`src/rtl/fcap_pkg.sv`:
```
package fcap_pkg;

    typedef enum logic [1:0] {
        ST_IDLE    = 2'd0,
        ST_ARMED   = 2'd1,
        ST_CAPTURE = 2'd2
    } fcap_state_e;

    // Normalized sync view after the input register stage
    typedef struct packed {
        logic hs_act;
        logic vs_act;
        logic vs_rise;
        logic vs_fall;
    } fcap_sync_t;

    // Control decisions for one sample
    typedef struct packed {
        logic accept;
        logic sof;
        logic frame_end;
    } fcap_ctl_t;

    function automatic logic lvl_active(input logic lvl, input logic pol);
        return lvl == pol;
    endfunction

endpackage

```
`src/rtl/fcap_sync_qual.sv`:
```
module fcap_sync_qual
    import fcap_pkg::*;
#(
    parameter int DW = 8
) (
    input  logic          clk,
    input  logic          rst,
    input  logic          cfg_hs_pol,
    input  logic          cfg_vs_pol,
    input  logic [DW-1:0] pix_data,
    input  logic          hsync,
    input  logic          vsync,
    output logic [DW-1:0] smp_data,
    output fcap_sync_t    smp_sync
);

    logic [DW-1:0] data_q;
    logic          hs_q;
    logic          vs_q;
    logic          vs_prev_q;

    always_ff @(posedge clk) begin
        if (rst) begin
            data_q    <= '0;
            hs_q      <= 1'b0;
            vs_q      <= 1'b0;
            vs_prev_q <= 1'b0;
        end else begin
            data_q    <= pix_data;
            hs_q      <= lvl_active(hsync, cfg_hs_pol);
            vs_q      <= lvl_active(vsync, cfg_vs_pol);
            vs_prev_q <= vs_q;
        end
    end

    always_comb begin
        smp_data         = data_q;
        smp_sync.hs_act  = hs_q;
        smp_sync.vs_act  = vs_q;
        smp_sync.vs_rise = vs_q & ~vs_prev_q;
        smp_sync.vs_fall = ~vs_q & vs_prev_q;
    end

endmodule

```
`src/rtl/fcap_ctrl.sv`:
```
module fcap_ctrl
    import fcap_pkg::*;
(
    input  logic        clk,
    input  logic        rst,
    input  logic        cfg_single,
    input  logic        cap_start,
    input  logic        cap_stop,
    input  logic        flag_clr,
    input  fcap_sync_t  smp_sync,
    output fcap_ctl_t   ctl,
    output logic        cap_on,
    output logic        frame_flag,
    output fcap_state_e state
);

    fcap_state_e state_q, state_d;
    logic        en_q, en_d;
    logic        first_q, first_d;
    logic        flag_q, flag_d;
    logic        frame_start;
    logic        in_frame;

    always_comb begin
        frame_start   = (state_q == ST_ARMED) && en_q && smp_sync.vs_fall;
        in_frame      = (state_q == ST_CAPTURE) || frame_start;
        ctl.accept    = in_frame && !smp_sync.hs_act && !smp_sync.vs_act;
        ctl.sof       = ctl.accept && (frame_start || first_q);
        ctl.frame_end = (state_q == ST_CAPTURE) && smp_sync.vs_rise;
    end

    // Enable register: stop wins, single mode self-clears at frame end
    always_comb begin
        en_d = en_q;
        if (cap_stop)
            en_d = 1'b0;
        else if (cap_start)
            en_d = 1'b1;
        else if (ctl.frame_end && cfg_single)
            en_d = 1'b0;
    end

    always_comb begin
        state_d = state_q;
        unique case (state_q)
            ST_IDLE: begin
                if (en_q)
                    state_d = ST_ARMED;
            end
            ST_ARMED: begin
                if (!en_q)
                    state_d = ST_IDLE;
                else if (smp_sync.vs_fall)
                    state_d = ST_CAPTURE;
            end
            ST_CAPTURE: begin
                if (smp_sync.vs_rise)
                    state_d = (en_q && !cfg_single) ? ST_ARMED : ST_IDLE;
            end
            default: state_d = ST_IDLE;
        endcase
    end

    always_comb begin
        first_d = first_q;
        if (frame_start)
            first_d = !ctl.accept;
        else if (ctl.accept || ctl.frame_end)
            first_d = 1'b0;
    end

    // Sticky flag, set has priority over clear
    always_comb begin
        flag_d = flag_q;
        if (ctl.frame_end)
            flag_d = 1'b1;
        else if (flag_clr)
            flag_d = 1'b0;
    end

    always_ff @(posedge clk) begin
        if (rst) begin
            state_q <= ST_IDLE;
            en_q    <= 1'b0;
            first_q <= 1'b0;
            flag_q  <= 1'b0;
        end else begin
            state_q <= state_d;
            en_q    <= en_d;
            first_q <= first_d;
            flag_q  <= flag_d;
        end
    end

    assign cap_on     = en_q;
    assign frame_flag = flag_q;
    assign state      = state_q;

endmodule

```
`src/rtl/fcap_out_stage.sv`:
```
module fcap_out_stage
    import fcap_pkg::*;
#(
    parameter int DW = 8
) (
    input  logic          clk,
    input  logic          rst,
    input  fcap_ctl_t     ctl,
    input  logic [DW-1:0] smp_data,
    output logic          out_valid,
    output logic [DW-1:0] out_data,
    output logic          out_sof
);

    always_ff @(posedge clk) begin
        if (rst) begin
            out_valid <= 1'b0;
            out_sof   <= 1'b0;
            out_data  <= '0;
        end else begin
            out_valid <= ctl.accept;
            out_sof   <= ctl.sof;
            if (ctl.accept)
                out_data <= smp_data;
        end
    end

endmodule

```
`src/rtl/fcap_top.sv`:
```
module fcap_top
    import fcap_pkg::*;
#(
    parameter int DW = 8
) (
    input  logic          clk,
    input  logic          rst,
    input  logic          cfg_hs_pol,
    input  logic          cfg_vs_pol,
    input  logic          cfg_single,
    input  logic          cap_start,
    input  logic          cap_stop,
    input  logic          flag_clr,
    input  logic [DW-1:0] pix_data,
    input  logic          hsync,
    input  logic          vsync,
    output logic          out_valid,
    output logic [DW-1:0] out_data,
    output logic          out_sof,
    output logic          frame_flag,
    output logic          cap_on
);

    logic [DW-1:0] smp_data;
    fcap_sync_t    smp_sync;
    fcap_ctl_t     ctl;
    fcap_state_e   fsm_state;

    fcap_sync_qual #(.DW(DW)) u_qual (
        .clk       (clk),
        .rst       (rst),
        .cfg_hs_pol(cfg_hs_pol),
        .cfg_vs_pol(cfg_vs_pol),
        .pix_data  (pix_data),
        .hsync     (hsync),
        .vsync     (vsync),
        .smp_data  (smp_data),
        .smp_sync  (smp_sync)
    );

    fcap_ctrl u_ctrl (
        .clk       (clk),
        .rst       (rst),
        .cfg_single(cfg_single),
        .cap_start (cap_start),
        .cap_stop  (cap_stop),
        .flag_clr  (flag_clr),
        .smp_sync  (smp_sync),
        .ctl       (ctl),
        .cap_on    (cap_on),
        .frame_flag(frame_flag),
        .state     (fsm_state)
    );

    fcap_out_stage #(.DW(DW)) u_out (
        .clk      (clk),
        .rst      (rst),
        .ctl      (ctl),
        .smp_data (smp_data),
        .out_valid(out_valid),
        .out_data (out_data),
        .out_sof  (out_sof)
    );

endmodule

```
`config.mk`:
```
export PLATFORM = sky130hd
export DESIGN_NAME = fcap_top
export DESIGN_NICKNAME = d
export VERILOG_FILES = /design/src/rtl/fcap_pkg.sv /design/src/rtl/fcap_sync_qual.sv /design/src/rtl/fcap_ctrl.sv /design/src/rtl/fcap_out_stage.sv /design/src/rtl/fcap_top.sv
export SDC_FILE = /design/constraint.sdc
export NUM_CORES = 1
export LEC_CHECK = 0
export BUFFER_PORTS_ARGS = -buffer_cell sky130_fd_sc_hd__buf_2
export CAP_MARGIN = 20
export CORE_UTILIZATION = 30
export DETAILED_ROUTE_END_ITERATION = 8
export GPL_ROUTABILITY_DRIVEN = 0
export SLEW_MARGIN = 0
export SYNTH_ARGS = -nofsm -noshare
export SYNTH_HDL_FRONTEND = slang
export SYNTH_SLANG_ARGS = --single-unit
export TNS_END_PERCENT = 20
```
`constraint.sdc`:
```
create_clock -name clk -period 2.4 [get_ports clk]
set_clock_uncertainty 0.1 [all_clocks]
set_input_delay 0.24 -clock clk [delete_from_list [all_inputs] [get_ports clk]]
set_output_delay 0.24 -clock clk [all_outputs]
set_load 0.03 [all_outputs]
```
==> impl_results.md <==
* Max Slew Vio Count at 0
* Type of the worst setup path: register to register
* Final hold violations at 0
* Slowest stage cell, crit path: dfxtp_1
* Synth Instances at 95
* Mean Syn Cell Area at 10.4 um2
* Slew headroom at 67.1%
* Final min period at 1.41 ns
* EDFF count, synth at 0
* Crit path capture type: register
* DRT Pass-1 Iters at 3
* Post-route antenna net violation count at 0
* Status: complete, no violations
* Final wirelength at 1.75 mm
* Port bufs at 29
* Via count at 752
* Post-Syn Nets at 113
* Switching Share at 21.6%
* Yosys top cell by area: dfxtp_1
* Post-synth ARST share at 0%
* Netlist Area Pre-Place at 991 um2
* Top-count cell post-synth: dfxtp_1
* Most instantiated cells after synthesis: 26 x dfxtp_1, 17 x nand2b_1, 11 x nor2b_1
* Total of max-cap violations at 0
* Clock latency on the worst-skew pair at 0.32 ns
* GR Overflow Total at 0
* LEAKAGE at 0.546 nW
* Inserted Clock Buffers at 3
* Initial Util at 31.9%
* Crit Path Max Fanout at 8
* FP Rows at 20
* First-pass GRT wire length at 2.85 mm
* Clock slew at reported path FFs at 0.13 ns
* Arr. time, crit path at 1.57 ns
* CTS tree: done
* Setup TNS at 0 ns
* Netlist cell types at 25
* Die area at 3540 um2
* Chip height at 59.5 um
* Hold Path Class: input pin to register
* Number of I/O pins at 30
* Gate power share at 7.2%
* Clock Power Share at 30.1%
* Adder-cell share of the synthesized area at 0%
* Sink Count at 26
* Synth Area in XOR/XNOR at 1.77%
* Vias per inst at 4.40
* Required time of the critical path at 2.56 ns
* Post-synthesis sequential area ratio at 52.5%
* Yosys top cell area share at 52.5%
* Startpoint class of the critical path: register
* Post-CTS Resized at 0
* Core area at 3100 um2
* Period utilisation layout at 58.8%
* Synth top area cells: dfxtp_1 53%, nand2b_1 11%, mux2i_1 8.1%, nor2b_1 6.9%, nor2_1 2.3%
* Worst VDD drop at 152 uV
* Internal power at 0.000566 W
* Sequential Power Share at 62.7%
* Largest net degree at the start of global routing at 35
* Syn-to-layout area delta at 25.0%
* Count of buffer and inverter cells on the critical path at 1
* Cell family with most CP delay: flip-flops
* CTS root buf: clkbuf_4
* Number of remaining DRC errors at 0
* Largest family of logic cells by synthesized area: simple AND/OR/NAND/NOR gates
* Share of cells above drive strength 1 at 28.3%
* Final Setup Violations at 0
* Least-Margin Pin Slew at 0.494 ns
* Synth Area in Compound Gates at 9.09%
* Dpl hpwl at 1.20 mm
* Max incr delay on CP at 0.37 ns
* PnR Total Power at 0.000722 W
* CTS max path bufs at 2
* Synthesis-stage register bit count at 26
* Final Net Count at 146
* P per Cell Area at 583 nW/um2
* Fmax at 708 MHz
* H-tree depth at 1
* Share of synthesized cell area in and, or, nand and nor gates at 25.1%
* Postcts setup bufs at 0
* RSZ-0062 raised after global routing: no
* Initial antenna violation count at 0
* Initial DRC count at 14
* Psw at 0.000156 W
* Avg WL per Cell at 10.2 um
* Number of global-route vias before repair at 679
* # diodes at 0
* Crit-path cells: nand4b_2 -> a21boi_1 -> buf_4 -> mux2i_1
* Warnings from Yosys at 0
* Die span in x at 59.5 um
* GR Util All Layers at 11.1%
* Post-synthesis mux area share at 8.08%
* Most used DFF post-synth: dfxtp_1
per-layer routing:
metal	up-vias	track usage, %	wire, um
met5	-	0	0
li1	376	-	-
met2	26	16.1	740
met3	7	3.49	99
met4	0	9.52	68
met1	343	13.2	841
timing repair:
item | CTS | global route
endpoints found under the setup margin | 0 | 0
hold buffers | 0 | 3
endpoints found under the hold margin | 0 | 3
final cells by class:
cell class	count	area, um2
Multi-Input combinational cell	62	437
Tap cell	44	55.1
Sequential cell	26	520
Fill cell	323	1860
Clock buffer	4	36.3
Inverter	2	7.51
Timing Repair Buffer	33	183
cell families (layout without fill, tap and decap cells):
| group | count (synthesis) | count (layout) |
|---|---|---|
| flip-flops | 26 | 26 |
| buffers and inverters | 7 | 39 |
| XOR/XNOR | 2 | 2 |
| AND/OR/NAND/NOR | 40 | 40 |
| AO/OA/AOI/OAI | 12 | 12 |
| multiplexers | 8 | 8 |
through the flow:
step	instance area, um2	instances	setup slack [ns]	utilization, %	hold WS (ns)
5_1_grt	1240	171	0.857	39.9	0.00146
6_report	1240	171	0.988	39.9	0.0214
3_5_place_dp	1170	164	1.02	37.8	0.349
2_1_floorplan	991	95	0.965	-	0.264
3_3_place_gp	1170	164	1.08	37.8	0.341
4_1_cts	1210	168	0.985	39.0	0.0126
placed cells by master (no fill, tap or decap), drive strengths merged, types with 2 or more instances in the layout:
cell	count
xor2	2
clkbuf	4
dlygate4sd3	3
nor2	6
inv	2
nand2b	17
nor2b	11
mux2i	8
a2111oi	2
dfxtp	26
a21o	2
buf	30
state kept, by name, indices dropped and copies added (netlist names):
register	count
u_ctrl.cap_on	1
u_ctrl.first_q	1
u_ctrl.frame_flag	1
u_ctrl.state	2
u_out.out_data	8
u_out.out_sof	1
u_out.out_valid	1
u_qual.hs_q	1
u_qual.smp_data	8
u_qual.vs_prev_q	1
u_qual.vs_q	1
power groups by stage:
stage	combinational [W]	sequential, W	clock (W)
5_1_grt	0.0000579	0.000454	0.000248
3_5_place_dp	0.0000485	0.000462	0
4_1_cts	0.0000486	0.000452	0.000225
2_1_floorplan	0.0000315	0.000460	0
3_3_place_gp	0.0000471	0.000461	0
6_report	0.0000521	0.000453	0.000217
final timing paths:
check                     start            endpoint  slack, ns  cells after the start
max             u_ctrl.state[1]   u_out.out_data[6]       0.99                      4
min reg2reg  u_qual.smp_data[0]   u_out.out_data[0]       0.36                      2
max reg2reg     u_ctrl.state[1]   u_out.out_data[6]       0.99                      4
min                 pix_data[5]  u_qual.smp_data[5]       0.02                      2
No activity file was read; power rests on OpenSTA's default activity.
